===== src/rtl/ctx_pkg.sv =====
package ctx_pkg;
  typedef enum logic [1:0] {
    MODE_NORM = 2'b00,
    MODE_IRQ  = 2'b01,
    MODE_NMI  = 2'b10
  } ctx_mode_e;

  localparam int NUM_MODES = 3;
endpackage


===== src/rtl/ctx_mode_ctrl.sv =====
module ctx_mode_ctrl
  import ctx_pkg::*;
(
  input  logic      clk,
  input  logic      rst_n,
  input  logic      ev_call,
  input  logic      ev_irq,
  input  logic      ev_nmi,
  input  logic      ev_ret,
  input  logic      ev_reti,
  output ctx_mode_e mode_q,
  output logic      push,
  output logic      pop_req
);
  ctx_mode_e mode_d;
  logic      back_irq_q, back_irq_d;   // NMI was entered from interrupt mode
  logic      nmi_acc, irq_acc, reti_eff;

  // Acceptance depends only on the registered mode
  assign nmi_acc  = ev_nmi && (mode_q != MODE_NMI);
  assign irq_acc  = ev_irq && (mode_q == MODE_NORM) && !nmi_acc;
  assign push     = ev_call || nmi_acc || irq_acc;
  assign reti_eff = ev_reti && !push;
  assign pop_req  = (ev_ret || ev_reti) && !push;

  always_comb begin
    mode_d     = mode_q;
    back_irq_d = back_irq_q;
    if (nmi_acc) begin
      mode_d     = MODE_NMI;
      back_irq_d = (mode_q == MODE_IRQ);
    end else if (irq_acc) begin
      mode_d = MODE_IRQ;
    end else if (reti_eff) begin
      unique case (mode_q)
        MODE_NMI: mode_d = back_irq_q ? MODE_IRQ : MODE_NORM;
        default:  mode_d = MODE_NORM;
      endcase
    end
  end

  always_ff @(posedge clk or negedge rst_n) begin
    if (!rst_n) begin
      mode_q     <= MODE_NMI;
      back_irq_q <= 1'b0;
    end else begin
      mode_q     <= mode_d;
      back_irq_q <= back_irq_d;
    end
  end
endmodule


===== src/rtl/ctx_flag_bank.sv =====
module ctx_flag_bank
  import ctx_pkg::*;
(
  input  logic      clk,
  input  logic      rst_n,
  input  ctx_mode_e mode_q,
  input  logic      flag_we,
  input  logic      carry_in,
  input  logic      zero_in,
  output logic      carry_out,
  output logic      zero_out
);
  logic [NUM_MODES-1:0] c_all;
  logic [NUM_MODES-1:0] z_all;

  for (genvar g = 0; g < NUM_MODES; g++) begin : g_pair
    logic c_q, z_q, c_d, z_d, hit;

    assign hit = flag_we && (mode_q == ctx_mode_e'(g));

    always_comb begin
      c_d = c_q;
      z_d = z_q;
      if (hit) begin
        c_d = carry_in;
        z_d = zero_in;
      end
    end

    always_ff @(posedge clk or negedge rst_n) begin
      if (!rst_n) begin
        c_q <= 1'b0;
        z_q <= 1'b0;
      end else begin
        c_q <= c_d;
        z_q <= z_d;
      end
    end

    assign c_all[g] = c_q;
    assign z_all[g] = z_q;
  end

  always_comb begin
    unique case (mode_q)
      MODE_NORM: begin carry_out = c_all[0]; zero_out = z_all[0]; end
      MODE_IRQ:  begin carry_out = c_all[1]; zero_out = z_all[1]; end
      default:   begin carry_out = c_all[2]; zero_out = z_all[2]; end
    endcase
  end
endmodule


===== src/rtl/ctx_ret_stack.sv =====
module ctx_ret_stack #(
  parameter int ADDR_W = 12,
  parameter int DEPTH  = 6
) (
  input  logic              clk,
  input  logic              rst_n,
  input  logic              push,
  input  logic              pop_req,
  input  logic [ADDR_W-1:0] pc_in,
  output logic [ADDR_W-1:0] top,
  output logic              pop_valid,
  output logic              empty
);
  localparam int CW = $clog2(DEPTH + 1);
  localparam logic [CW-1:0] FULL = CW'(DEPTH);

  logic [DEPTH-1:0][ADDR_W-1:0] lvl_q, lvl_d;
  logic [CW-1:0]                cnt_q, cnt_d;

  assign empty     = (cnt_q == '0);
  assign pop_valid = pop_req && !push && !empty;
  assign top       = lvl_q[0];

  always_comb begin
    lvl_d = lvl_q;
    cnt_d = cnt_q;
    if (push) begin
      lvl_d[0] = pc_in;
      for (int i = 1; i < DEPTH; i++) lvl_d[i] = lvl_q[i-1];
      if (cnt_q != FULL) cnt_d = cnt_q + 1'b1;
    end else if (pop_valid) begin
      for (int i = 0; i < DEPTH - 1; i++) lvl_d[i] = lvl_q[i+1];
      lvl_d[DEPTH-1] = '0;
      cnt_d = cnt_q - 1'b1;
    end
  end

  always_ff @(posedge clk or negedge rst_n) begin
    if (!rst_n) begin
      lvl_q <= '0;
      cnt_q <= '0;
    end else begin
      lvl_q <= lvl_d;
      cnt_q <= cnt_d;
    end
  end
endmodule


===== src/rtl/ctx_flag_stack.sv =====
module ctx_flag_stack
  import ctx_pkg::*;
#(
  parameter int ADDR_W = 12,
  parameter int DEPTH  = 6
) (
  input  logic              clk,
  input  logic              rst_n,
  input  logic              ev_call,
  input  logic              ev_irq,
  input  logic              ev_nmi,
  input  logic              ev_ret,
  input  logic              ev_reti,
  input  logic [ADDR_W-1:0] pc_in,
  input  logic              flag_we,
  input  logic              carry_in,
  input  logic              zero_in,
  output logic              carry_out,
  output logic              zero_out,
  output logic [1:0]        mode_out,
  output logic [ADDR_W-1:0] pop_pc,
  output logic              pop_valid,
  output logic              stack_empty
);
  ctx_mode_e mode_q;
  logic      push, pop_req;

  ctx_mode_ctrl i_mode (
    .clk     (clk),
    .rst_n   (rst_n),
    .ev_call (ev_call),
    .ev_irq  (ev_irq),
    .ev_nmi  (ev_nmi),
    .ev_ret  (ev_ret),
    .ev_reti (ev_reti),
    .mode_q  (mode_q),
    .push    (push),
    .pop_req (pop_req)
  );

  ctx_flag_bank i_flags (
    .clk       (clk),
    .rst_n     (rst_n),
    .mode_q    (mode_q),
    .flag_we   (flag_we),
    .carry_in  (carry_in),
    .zero_in   (zero_in),
    .carry_out (carry_out),
    .zero_out  (zero_out)
  );

  ctx_ret_stack #(.ADDR_W(ADDR_W), .DEPTH(DEPTH)) i_stack (
    .clk       (clk),
    .rst_n     (rst_n),
    .push      (push),
    .pop_req   (pop_req),
    .pc_in     (pc_in),
    .top       (pop_pc),
    .pop_valid (pop_valid),
    .empty     (stack_empty)
  );

  assign mode_out = mode_q;
endmodule


===== config.mk =====
export PLATFORM = sky130hd
export DESIGN_NAME = ctx_flag_stack
export DESIGN_NICKNAME = d
export VERILOG_FILES = /design/src/rtl/ctx_pkg.sv /design/src/rtl/ctx_mode_ctrl.sv /design/src/rtl/ctx_flag_bank.sv /design/src/rtl/ctx_ret_stack.sv /design/src/rtl/ctx_flag_stack.sv
export SDC_FILE = /design/constraint.sdc
export NUM_CORES = 1
export LEC_CHECK = 0
export BUFFER_PORTS_ARGS = -buffer_cell sky130_fd_sc_hd__buf_2
export CELL_PAD_IN_SITES_DETAIL_PLACEMENT = 1
export CELL_PAD_IN_SITES_GLOBAL_PLACEMENT = 1
export CORE_ASPECT_RATIO = 0.75
export CORE_UTILIZATION = 45
export DETAILED_ROUTE_END_ITERATION = 7
export PLACE_DENSITY = 0.77
export SLEW_MARGIN = 20
export SYNTH_ARGS = -nofsm -noshare
export SYNTH_HDL_FRONTEND = slang
export SYNTH_SLANG_ARGS = --single-unit

===== constraint.sdc =====
create_clock -name clk -period 2.7 [get_ports clk]
set_clock_uncertainty 0.15 [all_clocks]
set_input_delay 0.675 -clock clk [delete_from_list [all_inputs] [get_ports clk]]
set_output_delay 0.675 -clock clk [all_outputs]
set_load 0.02 [all_outputs]

==> impl_metrics.toml, run 1 <==
[run_status]
run_status = "finished, final reports clean"

[global_route]
met1_usage_pct = 29.5
overflow = 0
grt_use_met2_pct = 36.4
grt_max_degree = 123
grt_usage_pct = 22.4
busiest_layer = "met2"
grt_use_met3_pct = 7.06
grt_pass1_wl_um = 15700
grt_antenna_before_repair = 0
first_global_vias = 3294

[place]
io_buffers = 39
post_dp_cell_area_um2 = 4140
hpwl_um = 5900
dp_cells = 551
gp_congestion = 0.713

[pwr]
irDropWorstVdd_uv = 636
p_leak_nw = 2.04
p_sw_share_pct = 38.3
p_int_w = 0.00342
power_frac_comb_pct = 34.7
pwr-share-clk_pct = 22.5
power_density_nw_per_um2 = 1250
switchingPower_w = 0.00212
seq_power_share_pct = 42.7

[clock_network]
cts_tree = "done"
post_cts_resized = 0
h-tree-depth = 3
path_clk_slew_ps = 60
clk_latency_ps = 340
postCtsHoldBufs = 0
clk_path_buf_depth = 2
cts_setup_buffers = 0
numCtsBuffers = 9
cts_sinks = 84
root_buffer = "clkbuf_16"

[die]
io_pins = 40
start_util_pct = 46.3
core_um2 = 8450
rows = 29
dieHeight_um = 82.8
dieArea_um2 = 9090
die_width_um = 110

[worst_setup_path]
critical_path_required_ps = 1880
cp.arrival_ps = 1720
crit_end = "pop_valid"
cp_max_fo = 11
reg2reg_slack_ps = 400
timing_worst_setup_path_type = "reg -> out"
crit_path_start = "i_mode.mode_q[1]$_DFFE_PN1P_"
endpoint_kind = "primary output"
r2r_end = "i_stack.cnt_q[2]$_DFFE_PN0P_"
r2r_cells = 6
startpoint_type = "flop"
worstReg2RegStart = "i_mode.mode_q[1]$_DFFE_PN1P_"

[cells_and_area]
fillCellCount = 977
stdcell_area_um2 = 4440
layout_commonest_cell = "nand2_1"
most-common-layout-cells = "128 x nand2_1, 83 x dfrtp_1, 67 x nor2_1"
nets = 477
area_growth_pct = 13.4
n_antenna_cell = 0
finish.utilization_pct = 52.5
drive_above_1_share_pct = 17.6
fin_cells = 567

[synth]
yosys_warnings = 0
syn_inst = 435
synth_fa_ha_area_share_pct = 0.319
yosys-mux-area-fraction_pct = 3.13
synth.top_cells.by_area = "dfrtp_1 53%, nand2_1 12%, a31oi_1 9.6%"
synth_area_um2 = 3920
ys_async_sr_fraction_pct = 100
yosys.area_share.xor_xnor_pct = 0.224
synth_cell_type_count = 30
synth_top_area_share_pct = 53.0
syn_area_per_cell_um2 = 9.01
synth-main-ff-cell = "dfrtp_1"
synth_edf_count = 0
synth-seq-cells = 84
synth_largest_area_cell = "dfrtp_1"
synth_nets = 458
synth_compound_area_share_pct = 15.0
synth-simple-area-share_pct = 20.7
synth_top_family_by_area = "simple AND/OR/NAND/NOR gates"
seq_area_frac_synth_pct = 53.7

[timing]
grt_setup_unrepaired = "false"
hold_viol = 0
report.final.slew_viol_count = 0
max_freq_mhz = 392
tns_ps = 0
worst_pin_slew_ps = 493
layout_worst_path_cycle_share_pct = 94.4
holdWs_ps = 108
setup_viol = 0
period_minus_slack_ps = 2550
slew_headroom_pct = 67.1

[job]
cap_violations = 0

[route]
wl_per_cell_um = 15.9
first_pass_iters = 4
drc = 0
wl_um = 9020
vias_per_cell = 5.51
drt_iter0_drc = 196
drtAntennaViolNets = 0
vias = 3125

[worst_hold_path]
holdCritPathClass = "in -> async"
[kinds of logic (layout without fill, tap and decap cells)]
logic type,Yosys count,in the layout
and+or+nand+nor,205,205
AOI/OAI and AO/OA,86,86
DFF,84,84
buffers and inverters,47,71
muxes,11,11
adders and majority gates,1,1
xor gates and xnor gates,1,1
[Yosys cell counts (2+ instances only)]
cell type,number
a22o_1,14
a31oi_1,60
a32oi_1,2
buf_2,18
buf_4,16
buf_6,2
clkbuf_1,7
dfrtp_1,83
inv_1,4
mux2_2,6
mux2i_1,4
nand2_1,128
nor2_1,67
nor2b_1,3
o21ai_0,6
[how the worst min path moves through the flow]
stage | startpoint | end | depth (start not counted) | slack [ps]
finish | rst_n | i_stack.lvl_q[68]$_DFFE_PN0P_ | 1 | 110
global route | rst_n | i_stack.lvl_q[68]$_DFFE_PN0P_ | 1 | 120
CTS | rst_n | i_stack.lvl_q[68]$_DFFE_PN0P_ | 1 | 110
detailed placement | i_stack.lvl_q[66]$_DFFE_PN0P_ | i_stack.lvl_q[66]$_DFFE_PN0P_ | 1 | 340
global placement | i_stack.lvl_q[61]$_DFFE_PN0P_ | i_stack.lvl_q[61]$_DFFE_PN0P_ | 1 | 330
floorplan | rst_n | i_flags.g_pair[0].c_q$_DFFE_PN0P_ | 0 | 230
[per-layer routing]
layer,up-vias,wire [µm]
met1,1585,4230
met2,34,4410
li1,1497,-
met4,0,80
met5,-,0
met3,9,287
[cell type report]
class                           count  area (µm²)  area share [%]
Multi-Input combinational cell    304        1570            35.4
Sequential cell                    84        2100            47.4
Timing Repair Buffer               51         313            7.04
Inverter                            4        15.0           0.338
Tap cell                          108         135            3.04
Clock buffer                       11         253            5.69
Clock inverter                      5        50.0            1.13
[worst max-delay path, stage by stage, from the launching register on]
cell,delay [ps]
dfstp_2,620
nor2b_4,240
a22oi_4,100
nor2_1,210
buf_2,210
[power groups by stage]
stage | combinational (W) | sequential, W | clock [W]
3_3_place_gp | 0.00183 | 0.00234 | 0
2_1_floorplan | 0.00159 | 0.00222 | 0
5_1_grt | 0.00217 | 0.00246 | 0.00134
4_1_cts | 0.00196 | 0.00237 | 0.00129
6_report | 0.00192 | 0.00237 | 0.00125
3_5_place_dp | 0.00194 | 0.00238 | 0
[per-stage QoR]
step                      worst slack (ps)  total power, W
after global placement                 275         0.00417
after detailed placement               166         0.00432
after floorplan                        195         0.00381
final                                  152         0.00554
after global routing                  83.2         0.00597
after CTS                              140         0.00562
[registers in the layout, indices dropped and copies added (netlist names)]
register,flops
i_flags.g_pair.c_q,3
i_flags.g_pair.z_q,3
i_mode.back_irq_q,1
i_mode.mode_q,2
i_stack.cnt_q,3
i_stack.lvl_q,60
i_stack.top,12
(Power assumes the default switching activity.)
==> inputs of run 2 (changes only) <==
--- a/config.mk
+++ b/config.mk
@@ -5,6 +5,7 @@
 export SDC_FILE = /design/constraint.sdc
 export NUM_CORES = 1
 export LEC_CHECK = 0
+export ABC_AREA = 1
 export BUFFER_PORTS_ARGS = -buffer_cell sky130_fd_sc_hd__buf_2
 export CELL_PAD_IN_SITES_DETAIL_PLACEMENT = 1
 export CELL_PAD_IN_SITES_GLOBAL_PLACEMENT = 1
==> run 2 against run 1 <==
Compared with the run above: highest routed layer unchanged; setup slack improved by 15 ps; non-clock buffer count shrank 6; power down 5.8%; synthesized area up 2.3%; sequential share of layout area grew 0.16 points; largest power group unchanged; the flow now finishes with violations (DRC).
==> impl_metrics.toml, run 2 <==
[place]
hpwl_um = 5590
io_buffers = 39
dp_cells = 563
gp_congestion = 0.800

[die]
start_util_pct = 46.8
dieHeight_um = 83.7
die_width_um = 111
core_um2 = 8560
rows = 29
dieArea_um2 = 9290
io_pins = 40

[worst_hold_path]
holdCritPathClass = "in -> async"

[route]
first_pass_iters = 6
vias = 3023
drt_iter0_drc = 141
wl_um = 8680
wl_per_cell_um = 15.0
vias_per_cell = 5.22
drc = 2
drtAntennaViolNets = 0

[timing]
worst_pin_slew_ps = 389
hold_viol = 0
max_freq_mhz = 395
report.final.slew_viol_count = 0
grt_setup_unrepaired = "false"
layout_worst_path_cycle_share_pct = 93.8
period_minus_slack_ps = 2530
setup_viol = 0
tns_ps = 0
slew_headroom_pct = 74.0

[synth]
synth_largest_area_cell = "dfrtp_1"
synth_edf_count = 0
syn_inst = 443
synth_nets = 466
synth-main-ff-cell = "dfrtp_1"
synth_top_area_share_pct = 51.8
synth_cell_type_count = 30
seq_area_frac_synth_pct = 52.5
syn_area_per_cell_um2 = 9.05
yosys_warnings = 0
synth.top_cells.by_area = "dfrtp_1 52%, nand2_1 15%, nand3_1 3.9%"
ys_async_sr_fraction_pct = 100
yosysMostFrequentCell = "nand2_1"
synth-seq-cells = 84
synth_common_cells = "165 x nand2_1, 83 x dfrtp_1, 31 x nand3_1, 31 x o21ai_0, 29 x inv_1"
synth_area_um2 = 4010

[worst_setup_path]
endpoint_kind = "primary output"
critical_path_required_ps = 1880
timing_worst_setup_path_type = "reg -> out"
cp_max_fo = 9
cp.arrival_ps = 1710
worstReg2RegStart = "i_mode.mode_q[1]$_DFFE_PN1P_"
reg2reg_slack_ps = 740
startpoint_type = "flop"
r2r_end = "i_stack.lvl_q[39]$_DFFE_PN0P_"
r2r_cells = 8

[global_route]
first_global_vias = 3279
overflow = 0
grt_max_degree = 59
grt_pass1_wl_um = 15700
grt_usage_pct = 21.7
grt_antenna_before_repair = 0

[clock_network]
clk_path_buf_depth = 2
path_clk_slew_ps = 60
cts_tree = "done"
post_cts_resized = 0
h-tree-depth = 3
cts_sinks = 84
postCtsHoldBufs = 0
numCtsBuffers = 9
cts_setup_buffers = 0
clk_latency_ps = 340
root_buffer = "clkbuf_16"

[cells_and_area]
fin_cells = 579
largest_register = "i_stack.lvl_q"
largest_reg_flops = 60
n_antenna_cell = 0
nets = 489
drive_above_1_share_pct = 18.9
layout_commonest_cell = "nand2_1"
area_growth_pct = 10.4
most-common-layout-cells = "165 x nand2_1, 83 x dfrtp_1, 38 x buf_2"

[pwr]
irDropWorstVdd_uv = 537
p_leak_nw = 2.15
power_density_nw_per_um2 = 1180

[run_status]
violations = "DRC"
run_status = "finished, violations left"

[job]
cap_violations = 0
## run 2: through the flow
| step | total power [W] | cell area [µm²] | worst slack [ps] | utilization, % | hold slack (ps) |
|---|---|---|---|---|---|
| floorplan | 0.00362 | 4010 | 466 | - | 229 |
| global placement | 0.00389 | 4120 | 395 | 48.2 | 319 |
| detailed placement | 0.00401 | 4120 | 380 | 48.2 | 323 |
| CTS | 0.00529 | 4430 | 156 | 51.7 | 101 |
| global route | 0.00562 | 4430 | 86.1 | 51.7 | 117 |
| finish | 0.00521 | 4430 | 167 | 51.7 | 92.1 |
## run 2: worst max-delay path by stage
stage	slack, ps	start	cells past startpoint	endpoint
2_1_floorplan	470	i_mode.mode_q[1]$_DFFE_PN1P_	6	pop_valid
3_3_place_gp	390	ev_call	5	pop_valid
3_5_place_dp	380	ev_call	5	pop_valid
4_1_cts	160	i_mode.mode_q[1]$_DFFE_PN1P_	5	pop_valid
5_1_grt	90	i_mode.mode_q[1]$_DFFE_PN1P_	5	pop_valid
6_report	170	i_mode.mode_q[1]$_DFFE_PN1P_	5	pop_valid
## run 2: layout make-up
type                            instances  area, µm²
Inverter                               34        135
Tap cell                              108        135
Clock inverter                          6       63.8
Timing Repair Buffer                   45        255
Multi-Input combinational cell        292       1500
Sequential cell                        84       2100
Clock buffer                           10        239
Fill cell                            1029       4140
## run 2: routing by layer
metal  up-vias  GRT usage (%)  wire length [µm]
met4         0           8.72               150
met3        12           5.74               238
met2        29           36.2              4240
met5         -              0                 0
li1       1478              -                 -
met1      1504           26.9              4050
## run 2: critical path, cell delays in order, from the launching register on
cell     delay (ps)
dfstp_2         650
nor2_4           90
nand2_4         110
nand3_4         120
nor2_8          180
buf_2           200
## run 2: kinds of logic after synthesis
family,synth area share [%]
AND/OR/NAND/NOR,23.8
flip-flops,52.5
AO/OA/AOI/OAI,13.1
buffers and inverters,10.2
adder cells (fa/ha/maj),0.312
## run 2: power by group
group	switching (W)	internal [W]
Sequential	0.000396	0.00182
Combinational	0.00113	0.000621
Clock	0.000500	0.000739
